--- config.mk ---
export PLATFORM = sky130hd
export DESIGN_NAME = mtrap_ctrl
export DESIGN_NICKNAME = d
export VERILOG_FILES = /design/src/rtl/mtrap_pkg.sv /design/src/rtl/mtrap_arb.sv /design/src/rtl/mtrap_csr.sv /design/src/rtl/mtrap_ctrl.sv
export SDC_FILE = /design/constraint.sdc
export NUM_CORES = 1
export LEC_CHECK = 0
export BUFFER_PORTS_ARGS = -buffer_cell sky130_fd_sc_hd__clkbuf_2
export CELL_PAD_IN_SITES_DETAIL_PLACEMENT = 2
export CELL_PAD_IN_SITES_GLOBAL_PLACEMENT = 2
export CORE_ASPECT_RATIO = 0.75
export CORE_MARGIN = 2
export CORE_UTILIZATION = 35
export CTS_BUF_LIST = sky130_fd_sc_hd__clkbuf_16
export CTS_CLUSTER_SIZE = 20
export DETAILED_ROUTE_END_ITERATION = 12
export HOLD_SLACK_MARGIN = 0.06
export MAX_ROUTING_LAYER = met4
export PLACE_DENSITY = 0.76
export RECOVER_POWER = 50
export SYNTH_ARGS = -nofsm -noshare
export SYNTH_HDL_FRONTEND = slang
export SYNTH_SLANG_ARGS = --single-unit
--- constraint.sdc ---
create_clock -name clk_i -period 4.9 [get_ports clk_i]
set_clock_uncertainty 0.1 [all_clocks]
set_input_delay 0.49 -clock clk_i [delete_from_list [all_inputs] [get_ports clk_i]]
set_output_delay 0.49 -clock clk_i [all_outputs]
set_load 0.1 [all_outputs]
--- src/rtl/mtrap_pkg.sv ---
package mtrap_pkg;

    typedef enum logic [1:0] {
        ST_RUN  = 2'd0,
        ST_TRAP = 2'd1,
        ST_RET  = 2'd2
    } tstate_e;

    localparam int CODE_W = 4;
    localparam int IRQ_N  = 3;

    localparam logic [1:0] PRIV_U = 2'b00;
    localparam logic [1:0] PRIV_S = 2'b01;
    localparam logic [1:0] PRIV_M = 2'b11;

    localparam logic [11:0] A_STATUS  = 12'h300;
    localparam logic [11:0] A_IEN     = 12'h304;
    localparam logic [11:0] A_TVEC    = 12'h305;
    localparam logic [11:0] A_SCRATCH = 12'h340;
    localparam logic [11:0] A_EPC     = 12'h341;
    localparam logic [11:0] A_CAUSE   = 12'h342;
    localparam logic [11:0] A_TVAL    = 12'h343;

    localparam int B_MIE  = 3;
    localparam int B_MPIE = 7;
    localparam int B_MPP  = 11;

    localparam logic [CODE_W-1:0] CODE_SW    = 4'd3;
    localparam logic [CODE_W-1:0] CODE_TMR   = 4'd7;
    localparam logic [CODE_W-1:0] CODE_EXT   = 4'd11;
    localparam logic [CODE_W-1:0] CODE_ECALL = 4'd8;

    // index 0 is the highest interrupt priority
    localparam logic [CODE_W-1:0] IRQ_CODE [IRQ_N] = '{CODE_EXT, CODE_SW, CODE_TMR};

endpackage

--- src/rtl/mtrap_arb.sv ---
module mtrap_arb
    import mtrap_pkg::*;
#(
    parameter int XLEN = 64
) (
    input  logic              exc_valid_i,
    input  logic              exc_ecall_i,
    input  logic [CODE_W-1:0] exc_code_i,
    input  logic [1:0]        priv_i,
    input  logic [IRQ_N-1:0]  pend_i,
    input  logic [IRQ_N-1:0]  en_i,
    input  logic              gie_i,
    input  logic [XLEN-1:0]   tvec_base_i,
    input  logic              tvec_vec_i,
    output logic              take_o,
    output logic              irq_o,
    output logic [CODE_W-1:0] code_o,
    output logic [XLEN-1:0]   target_o
);

    logic [IRQ_N-1:0]  live;
    logic              irq_any;
    logic              gate;
    logic [CODE_W-1:0] irq_code;

    // global gate: MIE set, or running below machine level
    assign gate    = gie_i || (priv_i != PRIV_M);
    assign live    = pend_i & en_i & {IRQ_N{gate}};
    assign irq_any = |live;

    // lowest index wins, so scan from the bottom of the priority list up
    always_comb begin
        irq_code = '0;
        for (int i = IRQ_N - 1; i >= 0; i--) begin
            if (live[i]) irq_code = IRQ_CODE[i];
        end
    end

    always_comb begin
        take_o = exc_valid_i || irq_any;
        irq_o  = !exc_valid_i && irq_any;
        if (exc_valid_i) begin
            code_o = exc_ecall_i ? (CODE_ECALL + {2'b00, priv_i}) : exc_code_i;
        end else begin
            code_o = irq_code;
        end
        target_o = tvec_base_i;
        if (tvec_vec_i && irq_o) begin
            target_o = tvec_base_i + XLEN'({irq_code, 2'b00});
        end
    end

endmodule

--- src/rtl/mtrap_csr.sv ---
module mtrap_csr
    import mtrap_pkg::*;
#(
    parameter int XLEN = 64
) (
    input  logic              clk_i,
    input  logic              rst_ni,
    input  logic              csr_en_i,
    input  logic              csr_we_i,
    input  logic [11:0]       csr_addr_i,
    input  logic [XLEN-1:0]   csr_wdata_i,
    output logic [XLEN-1:0]   csr_rdata_o,
    input  logic              trap_i,
    input  logic              trap_irq_i,
    input  logic [CODE_W-1:0] trap_code_i,
    input  logic [XLEN-1:0]   trap_pc_i,
    input  logic [XLEN-1:0]   trap_tval_i,
    input  logic [1:0]        priv_i,
    input  logic              ret_i,
    output logic [XLEN-1:0]   tvec_base_o,
    output logic              tvec_vec_o,
    output logic [XLEN-1:0]   epc_o,
    output logic              gie_o,
    output logic [1:0]        mpp_o,
    output logic [IRQ_N-1:0]  en_o
);

    localparam int PAD_W = XLEN - 1 - CODE_W;

    logic [XLEN-1:2]  tvec_base_q;
    logic             tvec_mode_q;
    logic [XLEN-1:0]  epc_q;
    logic [XLEN-1:0]  cause_q;
    logic [XLEN-1:0]  tval_q;
    logic [XLEN-1:0]  scratch_q;
    logic             st_mie_q;
    logic             st_mpie_q;
    logic [1:0]       st_mpp_q;
    logic [IRQ_N-1:0] en_q;

    logic             wr;
    logic [IRQ_N-1:0] en_wr;
    logic [XLEN-1:0]  en_rd;
    logic [XLEN-1:0]  st_rd;

    assign wr = csr_en_i && csr_we_i;

    for (genvar g = 0; g < IRQ_N; g++) begin : g_irq
        assign en_wr[g] = csr_wdata_i[IRQ_CODE[g]];
    end

    always_comb begin
        en_rd = '0;
        for (int i = 0; i < IRQ_N; i++) en_rd[IRQ_CODE[i]] = en_q[i];
    end

    always_comb begin
        st_rd                 = '0;
        st_rd[B_MIE]          = st_mie_q;
        st_rd[B_MPIE]         = st_mpie_q;
        st_rd[B_MPP+1:B_MPP]  = st_mpp_q;
    end

    always_ff @(posedge clk_i or negedge rst_ni) begin
        if (!rst_ni) begin
            tvec_base_q <= '0;
            tvec_mode_q <= 1'b0;
            epc_q       <= '0;
            cause_q     <= '0;
            tval_q      <= '0;
            scratch_q   <= '0;
            st_mie_q    <= 1'b0;
            st_mpie_q   <= 1'b0;
            st_mpp_q    <= PRIV_U;
            en_q        <= '0;
        end else begin
            if (wr) begin
                case (csr_addr_i)
                    A_TVEC: begin
                        tvec_base_q <= csr_wdata_i[XLEN-1:2];
                        tvec_mode_q <= csr_wdata_i[0];
                    end
                    A_STATUS: begin
                        st_mie_q  <= csr_wdata_i[B_MIE];
                        st_mpie_q <= csr_wdata_i[B_MPIE];
                        st_mpp_q  <= csr_wdata_i[B_MPP+1:B_MPP];
                    end
                    A_IEN:     en_q      <= en_wr;
                    A_SCRATCH: scratch_q <= csr_wdata_i;
                    A_EPC:     epc_q     <= csr_wdata_i;
                    A_CAUSE:   cause_q   <= csr_wdata_i;
                    A_TVAL:    tval_q    <= csr_wdata_i;
                    default: ;
                endcase
            end
            // hardware events override a same-cycle software write
            if (trap_i) begin
                epc_q     <= trap_pc_i;
                cause_q   <= {trap_irq_i, {PAD_W{1'b0}}, trap_code_i};
                tval_q    <= trap_tval_i;
                st_mpie_q <= st_mie_q;
                st_mie_q  <= 1'b0;
                st_mpp_q  <= priv_i;
            end else if (ret_i) begin
                st_mie_q  <= st_mpie_q;
                st_mpie_q <= 1'b1;
                st_mpp_q  <= PRIV_U;
            end
        end
    end

    always_comb begin
        csr_rdata_o = '0;
        if (csr_en_i) begin
            case (csr_addr_i)
                A_TVEC:    csr_rdata_o = {tvec_base_q, 1'b0, tvec_mode_q};
                A_STATUS:  csr_rdata_o = st_rd;
                A_IEN:     csr_rdata_o = en_rd;
                A_SCRATCH: csr_rdata_o = scratch_q;
                A_EPC:     csr_rdata_o = epc_q;
                A_CAUSE:   csr_rdata_o = cause_q;
                A_TVAL:    csr_rdata_o = tval_q;
                default:   csr_rdata_o = '0;
            endcase
        end
    end

    assign tvec_base_o = {tvec_base_q, 2'b00};
    assign tvec_vec_o  = tvec_mode_q;
    assign epc_o       = epc_q;
    assign gie_o       = st_mie_q;
    assign mpp_o       = st_mpp_q;
    assign en_o        = en_q;

    // entry stacks the enable bit and closes the global gate
    assert_entry_stack_R8: assert property (@(posedge clk_i) disable iff (!rst_ni)
        trap_i |=> (!st_mie_q && (st_mpie_q == $past(st_mie_q))))
        else $error("trap entry did not stack MIE");

    // after a return the previous level falls to user and MPIE is set
    assert_ret_unstack_R9: assert property (@(posedge clk_i) disable iff (!rst_ni)
        ret_i |=> ((st_mpp_q == PRIV_U) && st_mpie_q))
        else $error("return did not unstack status");

endmodule

--- src/rtl/mtrap_ctrl.sv ---
module mtrap_ctrl
    import mtrap_pkg::*;
#(
    parameter int XLEN = 64
) (
    input  logic              clk_i,
    input  logic              rst_ni,
    input  logic              exc_valid_i,
    input  logic              exc_ecall_i,
    input  logic [CODE_W-1:0] exc_code_i,
    input  logic [XLEN-1:0]   cur_pc_i,
    input  logic [XLEN-1:0]   exc_tval_i,
    input  logic              irq_sw_i,
    input  logic              irq_tmr_i,
    input  logic              irq_ext_i,
    input  logic [1:0]        priv_i,
    input  logic              mret_i,
    input  logic              csr_en_i,
    input  logic              csr_we_i,
    input  logic [11:0]       csr_addr_i,
    input  logic [XLEN-1:0]   csr_wdata_i,
    output logic [XLEN-1:0]   csr_rdata_o,
    output logic              redirect_valid_o,
    output logic [XLEN-1:0]   redirect_pc_o,
    output logic [1:0]        redirect_priv_o
);

    tstate_e           state_q, state_d;
    logic              accept;
    logic              arb_take, arb_irq;
    logic [CODE_W-1:0] arb_code;
    logic [XLEN-1:0]   arb_target;
    logic              trap_go, ret_go;
    logic [XLEN-1:0]   tval_eff;
    logic [XLEN-1:0]   tvec_base, epc;
    logic              tvec_vec, gie;
    logic [1:0]        mpp;
    logic [IRQ_N-1:0]  en, pend;
    logic [XLEN-1:0]   pc_q;
    logic [1:0]        priv_q;

    // pending lines in priority order: external, software, timer
    assign pend     = {irq_tmr_i, irq_sw_i, irq_ext_i};
    assign accept   = (state_q == ST_RUN);
    assign trap_go  = accept && arb_take;
    assign ret_go   = accept && mret_i && !arb_take;
    assign tval_eff = (exc_valid_i && !exc_ecall_i) ? exc_tval_i : '0;

    mtrap_arb #(.XLEN(XLEN)) u_arb (
        .exc_valid_i (exc_valid_i),
        .exc_ecall_i (exc_ecall_i),
        .exc_code_i  (exc_code_i),
        .priv_i      (priv_i),
        .pend_i      (pend),
        .en_i        (en),
        .gie_i       (gie),
        .tvec_base_i (tvec_base),
        .tvec_vec_i  (tvec_vec),
        .take_o      (arb_take),
        .irq_o       (arb_irq),
        .code_o      (arb_code),
        .target_o    (arb_target)
    );

    mtrap_csr #(.XLEN(XLEN)) u_csr (
        .clk_i       (clk_i),
        .rst_ni      (rst_ni),
        .csr_en_i    (csr_en_i),
        .csr_we_i    (csr_we_i),
        .csr_addr_i  (csr_addr_i),
        .csr_wdata_i (csr_wdata_i),
        .csr_rdata_o (csr_rdata_o),
        .trap_i      (trap_go),
        .trap_irq_i  (arb_irq),
        .trap_code_i (arb_code),
        .trap_pc_i   (cur_pc_i),
        .trap_tval_i (tval_eff),
        .priv_i      (priv_i),
        .ret_i       (ret_go),
        .tvec_base_o (tvec_base),
        .tvec_vec_o  (tvec_vec),
        .epc_o       (epc),
        .gie_o       (gie),
        .mpp_o       (mpp),
        .en_o        (en)
    );

    always_comb begin
        state_d = ST_RUN;
        unique case (state_q)
            ST_RUN: begin
                if (trap_go)     state_d = ST_TRAP;
                else if (ret_go) state_d = ST_RET;
                else             state_d = ST_RUN;
            end
            ST_TRAP: state_d = ST_RUN;
            ST_RET:  state_d = ST_RUN;
            default: state_d = ST_RUN;
        endcase
    end

    always_ff @(posedge clk_i or negedge rst_ni) begin
        if (!rst_ni) state_q <= ST_RUN;
        else         state_q <= state_d;
    end

    always_ff @(posedge clk_i or negedge rst_ni) begin
        if (!rst_ni) begin
            pc_q   <= '0;
            priv_q <= PRIV_M;
        end else if (trap_go) begin
            pc_q   <= arb_target;
            priv_q <= PRIV_M;
        end else if (ret_go) begin
            pc_q   <= epc;
            priv_q <= mpp;
        end
    end

    always_comb begin
        redirect_valid_o = 1'b0;
        unique case (state_q)
            ST_RUN:          redirect_valid_o = 1'b0;
            ST_TRAP, ST_RET: redirect_valid_o = 1'b1;
            default:         redirect_valid_o = 1'b0;
        endcase
        redirect_pc_o   = pc_q;
        redirect_priv_o = priv_q;
    end

    // a redirect never lasts two cycles
    assert_single_pulse_R10: assert property (@(posedge clk_i) disable iff (!rst_ni)
        redirect_valid_o |=> !redirect_valid_o)
        else $error("redirect held longer than one cycle");

    // trap redirects always land in machine mode
    assert_trap_machine_R3: assert property (@(posedge clk_i) disable iff (!rst_ni)
        (state_q == ST_TRAP) |-> (redirect_priv_o == PRIV_M))
        else $error("trap redirect not at machine level");

    // an all-zero enable register blocks every interrupt
    assert_mask_all_R11: assert property (@(posedge clk_i) disable iff (!rst_ni)
        (en == '0) |-> !arb_irq)
        else $error("interrupt chosen while fully masked");

    // direct mode sends every trap to the base address
    assert_direct_base_R7: assert property (@(posedge clk_i) disable iff (!rst_ni)
        (trap_go && !tvec_vec) |=> (redirect_pc_o == $past(tvec_base)))
        else $error("direct-mode target differs from base");

endmodule

Word-level counts from Yosys, hierarchy flattened
Cells that the tools add are included.
{"block": "totals", "latch_bits": 0, "wordCells": 94, "mem_bits_ro": 0, "ram_bits": 0, "ff_bits": 394, "memories": 0}
{"block": "classes", "div": 0, "reduce_logical": 29, "order_cmp": 0, "n_mux": 38, "n_shift": 0, "mul": 0, "n_addsub": 2, "eq_ne": 10, "bitwise": 2}
{"op": "$mux 64", "count": 14}
{"op": "$pmux 64 s7", "count": 1}
{"op": "$eq 12x10->1 const B", "count": 7}
{"op": "$add 64x6->64", "count": 1}
{"op": "$mux 2", "count": 9}
{"op": "$reduce_and 2->1", "count": 7}
{"op": "$mux 4", "count": 3}
{"op": "$reduce_bool 2->1", "count": 5}
{"op": "$mux 1", "count": 9}
{"op": "$logic_and 1x1->1", "count": 7}
{"op": "$and 3x3->3", "count": 2}
{"op": "$mux 3", "count": 2}
{"op": "$reduce_bool 3->1", "count": 2}
{"op": "$add 4x2->4 const A", "count": 1}
{"op": "$logic_not 1->1", "count": 3}
{"op": "$reduce_or 3->1", "count": 1}
{"op": "$eq 2x1->1 const B", "count": 1}
{"op": "$eq 2x2->1 const B", "count": 1}
{"op": "$logic_not 2->1", "count": 1}
{"op": "$logic_or 1x1->1", "count": 2}
{"op": "$ne 2x2->1 const B", "count": 1}
{"op": "$reduce_or 2->1", "count": 1}

Longest topological paths before layout
{"block": "logic_depth", "word_depth": 10, "ltp_mapped": 13, "ltp_nobuf": 11}

Cells and area by module
A second synthesis with hierarchy kept.
{"block": "hier_totals", "cells_unflattened": 2056, "hier_area_um2": 21725.8}
{"mod": "mtrap_csr", "cells_each": 1409, "instances": 1, "area_each_um2": 16350.7}
{"mod": "mtrap_ctrl", "cells_each": 387, "instances": 1, "area_each_um2": 3652.3}
{"mod": "mtrap_arb", "cells_each": 260, "instances": 1, "area_each_um2": 1722.9}

Least setup slack after synthesis
OpenSTA, ideal clock, no wires.
{"block": "synth_path", "path_type": "input port to output port", "startpoint": "input port csr_addr_i[3]", "endpoint": "output port csr_rdata_o[10]", "path_stages": 6, "setup_slack_ns": 0.649, "t_arrival_ns": 3.661, "cell_sequence": "or4_4 > or2_1 > nor3_2 > o31ai_1 > clkbuf_1 > a21oi_1"}
{"block": "synth_via", "elab_chain_len": 3, "elab_cells_between_ends": 9, "cone_classes": "eq/ne (7); mux (2)"}
{"item": "from (decl)", "line_no": "mtrap_ctrl.sv:20", "text": "input logic [11:0] csr_addr_i,"}
{"item": "$eq 12x10->1", "line_no": "mtrap_csr.sv:115", "text": "case (csr_addr_i)"}
{"item": "$pmux 64 s7 *", "line_no": "mtrap_csr.sv:115"}
{"item": "$mux 64 *", "line_no": "mtrap_csr.sv:114", "text": "if (csr_en_i) begin"}
{"item": "to (decl)", "line_no": "mtrap_ctrl.sv:22", "text": "output logic [XLEN-1:0] csr_rdata_o,"}
Mark *: on every way between the ends. The rest lies on a longest branch, timed or not.

Worst setup path after layout
{"block": "layout_path", "startpoint": "input port csr_addr_i[3]", "endpoint": "output port csr_rdata_o[63]"}
The elaborated chain is that of the path after synthesis.

==> flow_metrics.py <==
metrics = {
    "status": {
        "run_status": "complete, but fails checks",
        "violations": "capacitance limit, slew limit",
    },
    "route": {
        "dr.pass1.iters": 5,
        "num_vias": 18500,
        "routed_wirelength_normalized_by_instance_count_um": 27.6,
        "wl_final_mm": 88.3,
        "drt_iter0_drc": 1257,
        "number_of_remaining_drc_errors": 0,
        "antenna_violating_nets_post_route": 0,
        "routed_via_density": 5.78,
    },
    "grt": {
        "antenna_violations_before_repair": 2,
        "grt_pass1_wl_mm": 134,
        "grt_util_all_layers_pct": 30.6,
        "grt_start_max_net_pins": 121,
        "remaining_global_route_overflow": 0,
        "number_of_global_route_vias_before_repair": 20900,
    },
    "synth": {
        "synth_seq_cells": 394,
        "yosys_warnings": 0,
        "post_synth_inst_count": 2035,
        "synth.yosys.seq_area_share_pct": 49.2,
        "synth.top_cell.area_share_pct": 48.9,
        "yosys_most_used_dff": "sky130_fd_sc_hd__dfrtp_1",
        "post-synth-top-count-cell": "sky130_fd_sc_hd__dfrtp_1",
        "yosys.area.top_type": "sky130_fd_sc_hd__dfrtp_1",
        "synthTopCellsByCount": "sky130_fd_sc_hd__dfrtp_1, sky130_fd_sc_hd__nand2_1, sky130_fd_sc_hd__a21oi_1",
        "avgSynthCellArea_um2": 9.85,
        "async_reset_ff_share_pct": 100,
        "synth_nets": 2261,
        "synthesis.area_um2": 20000,
        "yosys-top-cells-area": "sky130_fd_sc_hd__dfrtp_1, sky130_fd_sc_hd__mux2i_1, sky130_fd_sc_hd__mux2_2",
        "synth-edff-count": 0,
        "synthDistinctLibCells": 56,
    },
    "clock_tree": {
        "clk_pin_slew_worst_paths_ps": 60,
        "clk_path_buf_depth": 3,
        "clk-insertion-delay-late_ps": 590,
        "cts_inserted_buffers": 45,
        "cts_sinks": 394,
        "cts_tree": "built",
        "cts_max_level": 2,
        "root_buffer": "sky130_fd_sc_hd__clkbuf_16",
        "cts_resized": 0,
    },
    "pwr": {
        "p_leak_uw": 0.0110,
        "switching_power_uw": 2890,
        "int_power_uw": 5790,
        "share_of_power_burned_in_the_clock_network_pct": 38.6,
        "seq_power_share_pct": 43.6,
        "p_per_cell_area_nw_per_um2": 347,
        "power.share.switching_pct": 33.3,
        "combPwrFrac_pct": 17.9,
        "power.ir.vdd_worst_v": 0.000216,
    },
    "sta": {
        "transition_time_at_the_pin_with_the_least_slew_margin_ps": 3520,
        "timing.setup.tns_ps": 0,
        "grt_setup_unrepaired": "no",
        "fmax_mhz": 232,
        "final_critical_path_setup_slack_ps": 595,
        "final-max-slew-violation-count": 119,
        "setup_viol_count_final": 0,
        "finalHoldViolations": 0,
        "layout_min_cycle_time_ps": 4310,
        "worst_slew_margin_rel_pct": -135,
        "min_period_over_period_pct": 87.9,
    },
    "place": {
        "post-place-ws_ps": 827,
        "place_congestion": 0.851,
        "input_output_buffers": 350,
        "dpl.hpwl_mm": 56.7,
    },
    "worst_setup_path": {
        "crit_path_capture_type": "output pin",
        "crit_required_ps": 4310,
        "cp_cell_sequence": "clkbuf_2 > or4_1 > nor3_4 > and2_2 > buf_4 > a22oi_1 > a21oi_1 > clkbuf_2",
        "crit_top_cell": "sky130_fd_sc_hd__clkbuf_2",
        "critPathKind": "input pin to output pin",
        "cpLargestDelayFamily": "simple AND/OR/NAND/NOR gates",
        "worst_path_max_delay_cell": "sky130_fd_sc_hd__or4_1",
        "type_of_element_launching_the_critical_path": "input pin",
        "worstPathBufferInverterCount": 3,
        "critical_path_peak_fanout": 16,
        "critical_path.max_stage_delay_ps": 670,
        "worstPathArrival_ps": 3720,
    },
    "die": {
        "initial_utilization_pct": 35.6,
        "fp.coreArea_um2": 56300,
        "placement_rows": 75,
        "fp.dieW_um": 280,
        "floorplan.die.height_um": 211,
        "die_area_um2": 59200,
        "ioPinCount": 351,
    },
    "finish": {
        "area.growth.synth_to_final_pct": 24.8,
        "layout.core_utilization_pct": 44.4,
        "share_of_final_layout_standard_cells_stronger_than_drive_strength_1_pct": 22.3,
        "final_nets": 2659,
        "n_fill_cell": 5957,
    },
    "run": {
        "drv.max_cap_violation_count": 1,
    },
    "hold_path": {
        "worst_hold_path_type": "input pin to register",
    },
}
-- cells in the final DEF (no fill, tap or decap), types with 109 or more instances in the layout --
cell type,Yosys,routed
sky130_fd_sc_hd__mux2i_1,181,181
sky130_fd_sc_hd__mux2_2,135,135
sky130_fd_sc_hd__clkbuf_2,0,289
sky130_fd_sc_hd__nand2_1,301,300
sky130_fd_sc_hd__dlygate4sd3_1,0,112
sky130_fd_sc_hd__a22oi_1,117,117
sky130_fd_sc_hd__a21oi_1,208,208
sky130_fd_sc_hd__o21ai_0,121,121
sky130_fd_sc_hd__nor2_1,110,109
sky130_fd_sc_hd__dfrtp_1,392,392
-- worst paths after layout --
path	start	endpoint	slack (ps)	cells after the start
max in group asynchronous	rst_ni	u_csr.tval_q[24]	1030	3
min in group asynchronous	rst_ni	u_csr.tval_q[20]	1360	2
worst max register to register	u_csr.en_o[0]	redirect_pc_o[21]	1090	11
worst max-delay path	csr_addr_i[3]	csr_rdata_o[63]	590	8
worst min register to register	u_csr.scratch_q[34]	u_csr.scratch_q[34]	410	1
worst min-delay path	cur_pc_i[45]	u_csr.epc_o[45]	70	3
-- timing repair --
action / 4_1_cts / 5_1_grt
setup buffers: 0 / 0
endpoints found under the hold margin: 223 / 0
hold buffers: 112 / 0
-- sequential cells by signal (all words and copies together), names as in the netlist --
register	cells
u_csr.gie_o	1
u_csr.tvec_base_q	62
u_csr.scratch_q	64
u_csr.en_o	3
u_csr.st_mpie_q	1
redirect_pc_o	64
u_csr.cause_q	64
u_csr.tval_q	64
state_q	2
u_csr.mpp_o	2
u_csr.epc_o	64
redirect_priv_o	2
u_csr.tvec_vec_o	1
-- kinds of logic (layout without fill, tap and decap cells) --
logic type / after synthesis / in the layout / share of synthesized area [%]
simple gates: 549 / 549 / 12.3
xor+xnor: 57 / 57 / 2.49
buf+inv: 169 / 601 / 3.38
compound gates: 542 / 542 / 15.4
other cells: 0 / 2 / 0
mux: 318 / 318 / 16.8
flops: 394 / 394 / 49.2
fa+ha+maj: 6 / 6 / 0.412
-- tightest hold or removal path, stage by stage --
cell and delay (ps):
sky130_fd_sc_hd__clkbuf_2 80, sky130_fd_sc_hd__nand2_1 60, sky130_fd_sc_hd__o21ai_1 70
-- power groups by stage --
stage                     registers [uW]  clock network [uW]  logic (uW)
final                               3780                3340        1550
after global routing                3800                3510        1660
after CTS                           3770                3390        1570
after detailed placement            3820                   0        1490
after global placement              3810                   0        1440
after floorplan                     4260                   0         454
-- routing by layer --
metal | up-vias | track usage [%] | routed length (um)
met2 | 587 | 50.0 | 42700
met3 | 137 | 3.61 | 4200
met4 | 0 | 7.86 | 2040
li1 | 8035 | - | -
met5 | - | - | 0
met1 | 9744 | 40.6 | 39300
-- through the flow --
| step | area (um2) | hold WS, ps | total power (uW) | cells |
|---|---|---|---|---|
| after floorplan | 20000 | 94.4 | 4710 | 2035 |
| after global placement | 22600 | 387 | 5250 | 3005 |
| after detailed placement | 22600 | 396 | 5310 | 3005 |
| after CTS | 25100 | 65.7 | 8730 | 3198 |
| after global routing | 25000 | 81.2 | 8970 | 3200 |
| final | 25000 | 72.1 | 8670 | 3200 |
-- cell type report --
| class | instances | area, um2 | share of cell area [%] |
|---|---|---|---|
| Sequential cell | 394 | 9860 | 39.4 |
| Multi-Input combinational cell | 1472 | 9560 | 38.2 |
| Timing Repair Buffer | 503 | 3200 | 12.8 |
| Clock buffer | 47 | 1180 | 4.70 |
| Tap cell | 731 | 915 | 3.66 |
| Clock inverter | 34 | 228 | 0.910 |
| Inverter | 17 | 71.3 | 0.285 |
| Antenna cell | 2 | 5.00 | 0.0200 |
Power figures use the tool's default switching activity.
